File: src/rtl/acc_swap_pkg.sv
package acc_swap_pkg;
  localparam int unsigned WORD_W  = 16;
  localparam int unsigned ACC_W   = 36;
  localparam int unsigned GUARD_W = ACC_W - 2 * WORD_W;

  typedef logic [WORD_W-1:0] word_t;
  typedef logic [ACC_W-1:0]  acc_t;

  typedef enum logic [1:0] {
    STEP_KEEP = 2'b00,
    STEP_INC  = 2'b01,
    STEP_DEC  = 2'b10,
    STEP_IDX  = 2'b11
  } step_e;

  typedef enum logic [1:0] {
    ST_IDLE  = 2'b00,
    ST_READ  = 2'b01,
    ST_WRITE = 2'b10
  } swap_state_e;

  // Pointer update for one step action, modulo 2^WORD_W
  function automatic word_t step_ptr(word_t p, logic [1:0] code, word_t idx);
    word_t r;
    unique case (code)
      STEP_KEEP: r = p;
      STEP_INC:  r = p + word_t'(1);
      STEP_DEC:  r = p - word_t'(1);
      default:   r = p + idx;
    endcase
    return r;
  endfunction

  // Part of an accumulator that gets parked and written to memory
  function automatic word_t save_word(acc_t a, logic full);
    return full ? a[2*WORD_W-1:WORD_W] : a[WORD_W-1:0];
  endfunction

  // Accumulator value after a memory word is loaded into it
  function automatic acc_t load_word(acc_t a, word_t w, logic full);
    acc_t r;
    if (full) r = {{GUARD_W{w[WORD_W-1]}}, w, {WORD_W{1'b0}}};
    else      r = {a[ACC_W-1:WORD_W], w};
    return r;
  endfunction
endpackage

File: src/rtl/swap_ctrl.sv
module swap_ctrl
  import acc_swap_pkg::*;
#(
  parameter int unsigned SEL_W = 2
) (
  input  logic             clk,
  input  logic             rst_n,
  input  logic             start_i,
  input  logic [SEL_W+1:0] z_i,
  input  logic             x_i,
  input  logic             d_i,
  input  acc_t             acc0_i,
  input  acc_t             acc1_i,
  output logic             idle_o,
  output logic             accept_o,
  output logic             rd_o,
  output logic             wr_o,
  output logic [SEL_W-1:0] sel_o,
  output logic             step_en_o,
  output logic [1:0]       step_code_o,
  output logic             load_en_o,
  output logic             load_tgt_o,
  output logic             load_full_o,
  output word_t            wdata_o,
  output logic             done_o
);
  swap_state_e      state_q;
  logic [SEL_W-1:0] sel_q;
  logic [1:0]       code_q;
  logic             full_q;
  logic             tgt_q;
  word_t            temp_q;
  logic             done_q;

  assign idle_o   = (state_q == ST_IDLE);
  assign accept_o = start_i && idle_o;

  always_ff @(posedge clk or negedge rst_n) begin
    if (!rst_n) begin
      state_q <= ST_IDLE;
      sel_q   <= '0;
      code_q  <= '0;
      full_q  <= 1'b0;
      tgt_q   <= 1'b0;
      temp_q  <= '0;
      done_q  <= 1'b0;
    end else begin
      done_q <= (state_q == ST_WRITE);
      unique case (state_q)
        ST_IDLE: if (accept_o) begin
          sel_q   <= z_i[SEL_W+1:2];
          code_q  <= z_i[1:0];
          full_q  <= x_i;
          tgt_q   <= ~d_i;
          temp_q  <= save_word(d_i ? acc0_i : acc1_i, x_i);
          state_q <= ST_READ;
        end
        ST_READ:  state_q <= ST_WRITE;
        default:  state_q <= ST_IDLE;
      endcase
    end
  end

  assign rd_o        = (state_q == ST_READ);
  assign wr_o        = (state_q == ST_WRITE);
  assign sel_o       = sel_q;
  assign step_en_o   = rd_o || wr_o;
  assign step_code_o = wr_o ? STEP_INC : code_q;
  assign load_en_o   = wr_o;
  assign load_tgt_o  = tgt_q;
  assign load_full_o = full_q;
  assign wdata_o     = temp_q;
  assign done_o      = done_q;

  p_single_port_r8: assert property (@(posedge clk) disable iff (!rst_n)
    !(rd_o && wr_o));
  p_read_then_write_r8: assert property (@(posedge clk) disable iff (!rst_n)
    rd_o |=> wr_o);
  p_done_after_write_r8: assert property (@(posedge clk) disable iff (!rst_n)
    wr_o |=> done_o && !wr_o);
  p_busy_start_ignored_r10: assert property (@(posedge clk) disable iff (!rst_n)
    (start_i && !idle_o) |=> !rd_o);
endmodule

File: src/rtl/ptr_bank.sv
module ptr_bank
  import acc_swap_pkg::*;
#(
  parameter int unsigned NPTR  = 4,
  parameter int unsigned SEL_W = 2
) (
  input  logic                     clk,
  input  logic                     rst_n,
  input  logic                     host_we_i,
  input  logic [SEL_W-1:0]         host_sel_i,
  input  word_t                    host_val_i,
  input  logic                     step_en_i,
  input  logic [SEL_W-1:0]         step_sel_i,
  input  logic [1:0]               step_code_i,
  input  word_t                    idx_i,
  output logic [NPTR*WORD_W-1:0]   ptrs_o
);
  word_t regs_q [NPTR];

  for (genvar g = 0; g < NPTR; g++) begin : g_ptr
    always_ff @(posedge clk or negedge rst_n) begin
      if (!rst_n) regs_q[g] <= '0;
      else if (step_en_i && step_sel_i == SEL_W'(g))
        regs_q[g] <= step_ptr(regs_q[g], step_code_i, idx_i);
      else if (host_we_i && host_sel_i == SEL_W'(g))
        regs_q[g] <= host_val_i;
    end
    assign ptrs_o[g*WORD_W +: WORD_W] = regs_q[g];

    p_unselected_kept_r3: assert property (@(posedge clk) disable iff (!rst_n)
      (step_en_i && step_sel_i != SEL_W'(g)) |=> $stable(regs_q[g]));
  end
endmodule

File: src/rtl/acc_bank.sv
module acc_bank
  import acc_swap_pkg::*;
(
  input  logic  clk,
  input  logic  rst_n,
  input  logic  host_we_i,
  input  logic  host_sel_i,
  input  acc_t  host_val_i,
  input  logic  load_en_i,
  input  logic  load_tgt_i,
  input  logic  load_full_i,
  input  word_t load_word_i,
  output acc_t  acc0_o,
  output acc_t  acc1_o
);
  acc_t acc_q [2];

  for (genvar g = 0; g < 2; g++) begin : g_acc
    always_ff @(posedge clk or negedge rst_n) begin
      if (!rst_n) acc_q[g] <= '0;
      else if (load_en_i && load_tgt_i == g[0])
        acc_q[g] <= load_word(acc_q[g], load_word_i, load_full_i);
      else if (host_we_i && host_sel_i == g[0])
        acc_q[g] <= host_val_i;
    end

    p_low_load_keeps_high_r6: assert property (@(posedge clk) disable iff (!rst_n)
      (load_en_i && !load_full_i && load_tgt_i == g[0])
        |=> acc_q[g][ACC_W-1:WORD_W] == $past(acc_q[g][ACC_W-1:WORD_W]));
    p_other_acc_kept_r2: assert property (@(posedge clk) disable iff (!rst_n)
      (load_en_i && load_tgt_i != g[0]) |=> $stable(acc_q[g]));
  end

  assign acc0_o = acc_q[0];
  assign acc1_o = acc_q[1];
endmodule

File: src/rtl/acc_mem_swap.sv
module acc_mem_swap
  import acc_swap_pkg::*;
#(
  parameter int unsigned NPTR  = 4,
  localparam int unsigned SEL_W = $clog2(NPTR)
) (
  input  logic                   clk,
  input  logic                   rst_n,
  input  logic                   start_i,
  input  logic [SEL_W+1:0]       z_i,
  input  logic                   x_i,
  input  logic                   d_i,
  input  logic                   src_i,
  input  logic [WORD_W-1:0]      idx_i,
  input  logic                   acc_we_i,
  input  logic                   acc_sel_i,
  input  logic [ACC_W-1:0]       acc_val_i,
  input  logic                   ptr_we_i,
  input  logic [SEL_W-1:0]       ptr_sel_i,
  input  logic [WORD_W-1:0]      ptr_val_i,
  output logic                   mem_rd_o,
  output logic                   mem_wr_o,
  output logic [WORD_W-1:0]      mem_addr_o,
  output logic [WORD_W-1:0]      mem_wdata_o,
  input  logic [WORD_W-1:0]      mem_rdata_i,
  output logic [ACC_W-1:0]       acc0_o,
  output logic [ACC_W-1:0]       acc1_o,
  output logic [NPTR*WORD_W-1:0] ptr_o,
  output logic [ACC_W-1:0]       operand_o,
  output logic                   done_o
);
  logic             idle, accept, step_en, load_en, load_tgt, load_full;
  logic [SEL_W-1:0] sel;
  logic [1:0]       step_code;
  acc_t             operand_q;

  swap_ctrl #(.SEL_W(SEL_W)) ctrl_i (
    .clk(clk), .rst_n(rst_n), .start_i(start_i), .z_i(z_i), .x_i(x_i), .d_i(d_i),
    .acc0_i(acc0_o), .acc1_i(acc1_o), .idle_o(idle), .accept_o(accept),
    .rd_o(mem_rd_o), .wr_o(mem_wr_o), .sel_o(sel), .step_en_o(step_en),
    .step_code_o(step_code), .load_en_o(load_en), .load_tgt_o(load_tgt),
    .load_full_o(load_full), .wdata_o(mem_wdata_o), .done_o(done_o)
  );

  ptr_bank #(.NPTR(NPTR), .SEL_W(SEL_W)) ptrs_i (
    .clk(clk), .rst_n(rst_n), .host_we_i(ptr_we_i && idle), .host_sel_i(ptr_sel_i),
    .host_val_i(ptr_val_i), .step_en_i(step_en), .step_sel_i(sel),
    .step_code_i(step_code), .idx_i(idx_i), .ptrs_o(ptr_o)
  );

  acc_bank accs_i (
    .clk(clk), .rst_n(rst_n), .host_we_i(acc_we_i && idle), .host_sel_i(acc_sel_i),
    .host_val_i(acc_val_i), .load_en_i(load_en), .load_tgt_i(load_tgt),
    .load_full_i(load_full), .load_word_i(mem_rdata_i), .acc0_o(acc0_o), .acc1_o(acc1_o)
  );

  // Arithmetic operand: the source accumulator as it stood when the swap began
  always_ff @(posedge clk or negedge rst_n) begin
    if (!rst_n)      operand_q <= '0;
    else if (accept) operand_q <= src_i ? acc1_o : acc0_o;
  end
  assign operand_o  = operand_q;
  assign mem_addr_o = ptr_o[sel*WORD_W +: WORD_W];

  p_second_step_inc_r5: assert property (@(posedge clk) disable iff (!rst_n)
    mem_wr_o |=> ptr_o[sel*WORD_W +: WORD_W] == WORD_W'($past(mem_addr_o) + 1'b1));
  p_operand_held_r9: assert property (@(posedge clk) disable iff (!rst_n)
    !accept |=> $stable(operand_q));
endmodule

File: config.mk
export PLATFORM = sky130hd
export DESIGN_NAME = acc_mem_swap
export DESIGN_NICKNAME = d
export VERILOG_FILES = /design/src/rtl/acc_swap_pkg.sv /design/src/rtl/swap_ctrl.sv /design/src/rtl/ptr_bank.sv /design/src/rtl/acc_bank.sv /design/src/rtl/acc_mem_swap.sv
export SDC_FILE = /design/constraint.sdc
export NUM_CORES = 1
export LEC_CHECK = 0
export BUFFER_PORTS_ARGS = -buffer_cell sky130_fd_sc_hd__buf_2
export CORE_AREA = 10 10 217 116
export CTS_BUF_LIST = sky130_fd_sc_hd__clkbuf_4 sky130_fd_sc_hd__clkbuf_8
export DETAILED_ROUTE_END_ITERATION = 10
export DIE_AREA = 0 0 227 126
export PLACE_DENSITY_LB_ADDON = 0.15
export SLEW_MARGIN = 20
export SYNTH_ARGS = -nofsm -noshare
export SYNTH_HDL_FRONTEND = slang
export SYNTH_SLANG_ARGS = --single-unit
File: constraint.sdc
create_clock -name clk -period 5.6 [get_ports clk]
set_input_delay 1.68 -clock clk [delete_from_list [all_inputs] [get_ports clk]]
set_output_delay 1.68 -clock clk [all_outputs]
set_load 0.02 [all_outputs]
# Yosys cells after proc, flatten, opt, wreduce, memory -nomap -nowiden
# Cells that the tools add are included.
[totals] register_bits=197 latch_bits=0 mem_bits_rw=0 rom_bits=0 in_bits=99 wordCells=105 memories=0
[op_classes] n_addsub=12 n_mul=0 n_div=0 order_cmp=0 n_eq_ne=17 n_shift=1 mux=23 n_bitwise=3 n_reduce_logical=33
[ops] op="$mux W36" count=6
[ops] op="$pmux W16 S3" count=4
[ops] op="$mux W16" count=9
[ops] op="$add A16 B1 Y16 const B" count=4
[ops] op="$add A16 B16 Y16" count=4
[ops] op="$shiftx A64 B7 Y16" count=1
[ops] op="$sub A16 B1 Y16 const B" count=4
[ops] op="$mux W32" count=1
[ops] op="$logic_and A1 B1 Y1" count=15
[ops] op="$ne A2 B2 Y1 const B" count=7
[ops] op="$reduce_and A2 Y1" count=7
[ops] op="$eq A2 B2 Y1 const B" count=6
[ops] op="$reduce_bool A2 Y1" count=6
[ops] op="$eq A2 B1 Y1 const B" count=4
[ops] op="$logic_not A2 Y1" count=4
[ops] op="$mux W2" count=2
[ops] op="$pmux W2 S2" count=1
[ops] op="$not A1 Y1" count=3
[ops] op="$logic_or A1 B1 Y1" count=1

# Logic depth before layout (Yosys ltp)
[logic_depth] depth_word=5 depth_mapped=16 ltp_nobuf=16

# Cells and area by module
# Synthesis repeated with hierarchy kept, for this count alone.
[unflattened] cells_unflattened=1394 hier_area_um2=13474.2
[by_module_without_submodules] mod="ptr_bank" instances=1 cells_each=828 area_per_inst_um2=6314.8 seq_area_each_um2=1601.5
[by_module_without_submodules] mod="acc_bank" instances=1 cells_each=304 area_per_inst_um2=3623.5 seq_area_each_um2=1801.7
[by_module_without_submodules] mod="acc_mem_swap" instances=1 cells_each=178 area_per_inst_um2=2075.7 seq_area_each_um2=900.9
[by_module_without_submodules] mod="swap_ctrl" instances=1 cells_each=84 area_per_inst_um2=1460.2 seq_area_each_um2=625.6

# Worst setup path before layout
# No wires, ideal clock.
[synth_path] kind="input -> register" from="in idx_i[4]" to="reg ptrs_i.regs_q (netlist bit ptrs_i.ptrs_o[47])" arrival_time_ns=4.638 slack_ns=0.882 cell_stages=14 path_buffers=1 path_cell_list="nor4_4 > nor4b_1 > nand2_1 > xor2_1 > mux2i_1 > ha_1 > clkbuf_1 > a21o_1 > a21o_1 > a211oi_1 > nand2_1 > o21ai_0 > xnor2_1 > mux2i_1"
[synth_via] elab_chain_cells=3
[synth_rtl] element="start: declaration" line_no="acc_mem_swap.sv:14" source="input logic [WORD_W-1:0] idx_i,"
[synth_rtl] element="$add A16 B16 Y16" line_no="acc_swap_pkg.sv:29" source="default: r = p + idx;"
[synth_rtl] element="$pmux W16 S3" line_no="acc_swap_pkg.sv:25" source="unique case (code)"
[synth_rtl] element="$mux W16" line_no="ptr_bank.sv:23" source="else if (step_en_i && step_sel_i == SEL_W'(g))"
[synth_rtl] element="end signal: indexed assignment" line_no="ptr_bank.sv:24" source="regs_q[g] <= step_ptr(regs_q[g], step_code_i, idx_i);"
[synth_rtl] element="end signal: indexed assignment" line_no="ptr_bank.sv:26" source="regs_q[g] <= host_val_i;"
[synth_rtl] element="end: declaration" line_no="ptr_bank.sv:18" source="word_t regs_q [NPTR];"
# Every way passes these cells.
# A chain may end at the register's enable or synchronous reset.

# Worst setup path in the final report
[layout_path] from="reg ctrl_i.state_q[0]" to="reg ptrs_i.regs_q (netlist bit ptrs_i.ptrs_o[62])"
[layout_via] elab_chain_cells=5 word_cells_on_any_way=16 cone_classes="5 x eq/ne; 3 x mux; 8 x reduce/logical"
[layout_rtl] element="start: declaration" line_no="swap_ctrl.sv:27" source="swap_state_e state_q;"
[layout_rtl] element="start signal: assignment" line_no="swap_ctrl.sv:40" source="state_q <= ST_IDLE;"
[layout_rtl] element="start signal: assignment" line_no="swap_ctrl.sv:56" source="state_q <= ST_READ;"
[layout_rtl] element="start signal: assignment" line_no="swap_ctrl.sv:58" source="ST_READ: state_q <= ST_WRITE;"
[layout_rtl] element="$eq A2 B2 Y1, or another cell as far along" line_no="swap_ctrl.sv:65" source="assign wr_o = (state_q == ST_WRITE);"
[layout_rtl] element="$mux W2, or another cell as far along" line_no="swap_ctrl.sv:68" source="assign step_code_o = wr_o ? STEP_INC : code_q;"
[layout_rtl] element="$eq A2 B2 Y1, or another cell as far along" line_no="acc_swap_pkg.sv:25"
[layout_rtl] element="$pmux W16 S3, or another cell as far along" line_no="acc_swap_pkg.sv:25"
[layout_rtl] element="$mux W16 or $reduce_and A2 Y1 (tied branches)"
# Parallel ways exist; a longest one is shown, timed or not.

==> flow_summary.json <==
{
  "status": "completed",
  "syn-num-nets": 1550,
  "final_cell_mix": "304 x buf_2, 197 x dfrtp_1, 135 x o21ai_0",
  "drcViolationCount": 0,
  "synth-adder-area-share": 0.0713,
  "slew_viol_final": 0,
  "grt_max_degree": 100,
  "cts-resized-gates": 0,
  "r2r-start": "ctrl_i.state_q[0]",
  "critPathRequiredTime_ns": 6.04,
  "die_w_um": 227,
  "synth_top_family_by_area": "compound AO/OA/AOI/OAI gates",
  "cts.sinks": 197,
  "synthMuxAreaShare": 0.127,
  "place_hpwl_um": 39100,
  "ys_warn_count": 0,
  "critPathArrivalTime_ns": 5.10,
  "synth_compound_area_frac": 0.201,
  "antenna_found_initial": 0,
  "avgSynthCellArea_um2": 9.33,
  "ios": 306,
  "core_um2": 21300,
  "fin_cells": 1945,
  "grt_pass1_vias": 12100,
  "die_area_um2": 28600,
  "cp-start-kind": "flop",
  "wl_um": 49900,
  "cts_buffer_depth": 2,
  "place.gp.congestion": 1.11,
  "drtPass1Iterations": 6,
  "cts_tree": "done",
  "cp_num_buf_inv": 2,
  "synthCells": 1380,
  "cts_hold_buffers": 0,
  "grt_pass1_wl_um": 74600,
  "fin_tns_setup_ns": 0,
  "hold_start": "operand_o[20]",
  "cp_cell_sequence": "inv_1 > ha_1 > nor2_1 > ha_1 > buf_4 > or2_2 > ha_1 > fa_1 > nor2b_1 > o21a_1 > o21ai_0 > a221oi_1 > o21ai_0 > xor2_1 > o21ai_0",
  "ys_seq_elements": 197,
  "numPortBuffers": 305,
  "cp_top_family": "adder cells",
  "worst_slew_pin_slew_ns": 1.05,
  "hold_violations": 0,
  "vias": 12700,
  "netlist_area_um2": 12900,
  "synth_xor_area_frac": 0.0326,
  "viasPerCell": 6.53,
  "htree_num_levels": 4,
  "ys.flop_type": "dfrtp_1",
  "worstPathMaxFanout": 11,
  "die_h_um": 126,
  "wire_per_inst_um": 25.7,
  "layout.nets": 1821,
  "slowest_delay_ns": 0.56,
  "hp-class": "reg2reg",
  "end_kind": "flop",
  "slew_headroom": 0.298,
  "cts_root_buf": "clkbuf_8",
  "path_class": "reg2reg",
  "setup_violations": 0,
  "postCtsSetupRepairBufs": 0,
  "final_layout_size_suffix_gt1_frac": 0.261,
  "cts_inserted_buffers": 17,
  "syn2layout_area_growth_pct": 16.8,
  "min_period_over_period": 0.833,
  "skew_ns": 0.0175,
  "antenna_left": 0,
  "cp_slowest_cell": "ha_1",
  "rows": 38,
  "worstSkewPairLatency_ns": 0.52,
  "crit_start": "ctrl_i.state_q[0]",
  "maxCapViolCount": 0,
  "final_common_cell": "buf_2",
  "synth_edf_count": 0,
  "rsz0062_at_grt": "false",
  "drtIter0Drc": 1842,
  "fmax_ghz": 0.214,
  "dp.cells": 1912,
  "start_util": 0.603,
  "min_period_ns": 4.66,
  "grt.total_usage": 0.342,
  "yosysUniqueCellTypes": 67,
  "ys_seq_area_frac": 0.383,
  "yosys.area_share.simple": 0.154,
  "async_reset_ff_frac": 1.00,
  "grt_overflow": 0,
  "clk_pin_slew_ns": 0.11
}
==> kinds of logic after synthesis <==
| group | after synthesis |
|---|---|
| muxes | 120 |
| xor gates and xnor gates | 48 |
| AOI/OAI and AO/OA | 434 |
| buffers and inverters | 98 |
| adders and majority gates | 71 |
| and+or+nand+nor | 412 |
| DFF | 197 |
==> final timing paths <==
path / to / slack, ns / cells past startpoint
worst max-delay path: ptrs_i.ptrs_o[62] / 0.94 / 15
worst min-delay path: operand_o[20] / 0.49 / 2
worst max register to register: ptrs_i.ptrs_o[62] / 0.94 / 15
worst min register to register: operand_o[20] / 0.49 / 2
max in group asynchronous: ptrs_i.ptrs_o[7] / 3.32 / 2
min in group asynchronous: ptrs_i.ptrs_o[32] / 1.22 / 1
==> metrics by stage <==
| step | instance area [um^2] | utilization | hold slack, ns | worst slack, ns |
|---|---|---|---|---|
| after CTS | 15000 | 0.704 | 0.491 | 1.07 |
| after floorplan | 12900 | - | 0.480 | 0.882 |
| after detailed placement | 14600 | 0.685 | 0.467 | 0.538 |
| after global routing | 15000 | 0.704 | 0.513 | 0.686 |
| after global placement | 14600 | 0.685 | 0.456 | 0.528 |
| final | 15000 | 0.704 | 0.490 | 0.937 |
==> cells in the mapped netlist, types with 14 or more instances <==
master	n	area, um^2
a211oi_1	14	105
a21o_1	18	135
a21oi_1	129	646
and3_1	30	188
clkbuf_1	54	203
dfrtp_1	197	4930
ha_1	67	838
inv_1	24	90.1
mux2_2	24	270
mux2i_1	64	641
mux4_2	32	721
nand2_1	133	499
nand2b_1	23	144
nand3_1	19	95.1
nor2_1	111	417
nor2b_1	14	87.6
nor3_1	27	135
o21a_1	25	188
o21ai_0	135	676
o22ai_1	42	263
xnor2_1	25	219
xor2_1	23	201
==> routing by layer <==
layer,vias to the layer above,share of wire,GRT usage
met5,-,0,0
met4,0,0.021,0.0966
met3,70,0.16,0.153
met2,871,0.41,0.461
met1,6150,0.41,0.482
li1,5616,-,-
==> worst register-to-register path: cells and delay by family (launching register included) <==
family	cells	cell delay [ns]
adder cells (fa/ha/maj)	4	1.75
AO/OA/AOI/OAI	5	1.16
AND/OR/NAND/NOR	3	0.76
flip-flops	1	0.40
buffers and inverters	2	0.34
XOR/XNOR	1	0.19
==> sequential cells by signal, summed over array words and instances (netlist names) <==
signal,cells
ctrl_i.sel_o,2
accs_i.acc1_o,36
ctrl_i.load_full_o,1
operand_o,36
ctrl_i.wdata_o,16
ctrl_i.load_tgt_o,1
ctrl_i.done_o,1
ctrl_i.state_q,2
accs_i.acc0_o,36
ptrs_i.ptrs_o,64
ctrl_i.code_q,2
==> layout make-up <==
type	instances	area, um^2
clock inverters	13	140
multi-input cells	1085	7570
diodes	1	2.50
repair buffers	326	1690
inverters	24	90.1
flip-flops and latches	197	4930
clock buffers	19	262
well taps	280	350
fillers	1642	6310
Power is not shown: default switching activity piles up to over one toggle a cycle in this logic, so the estimate is an artifact.
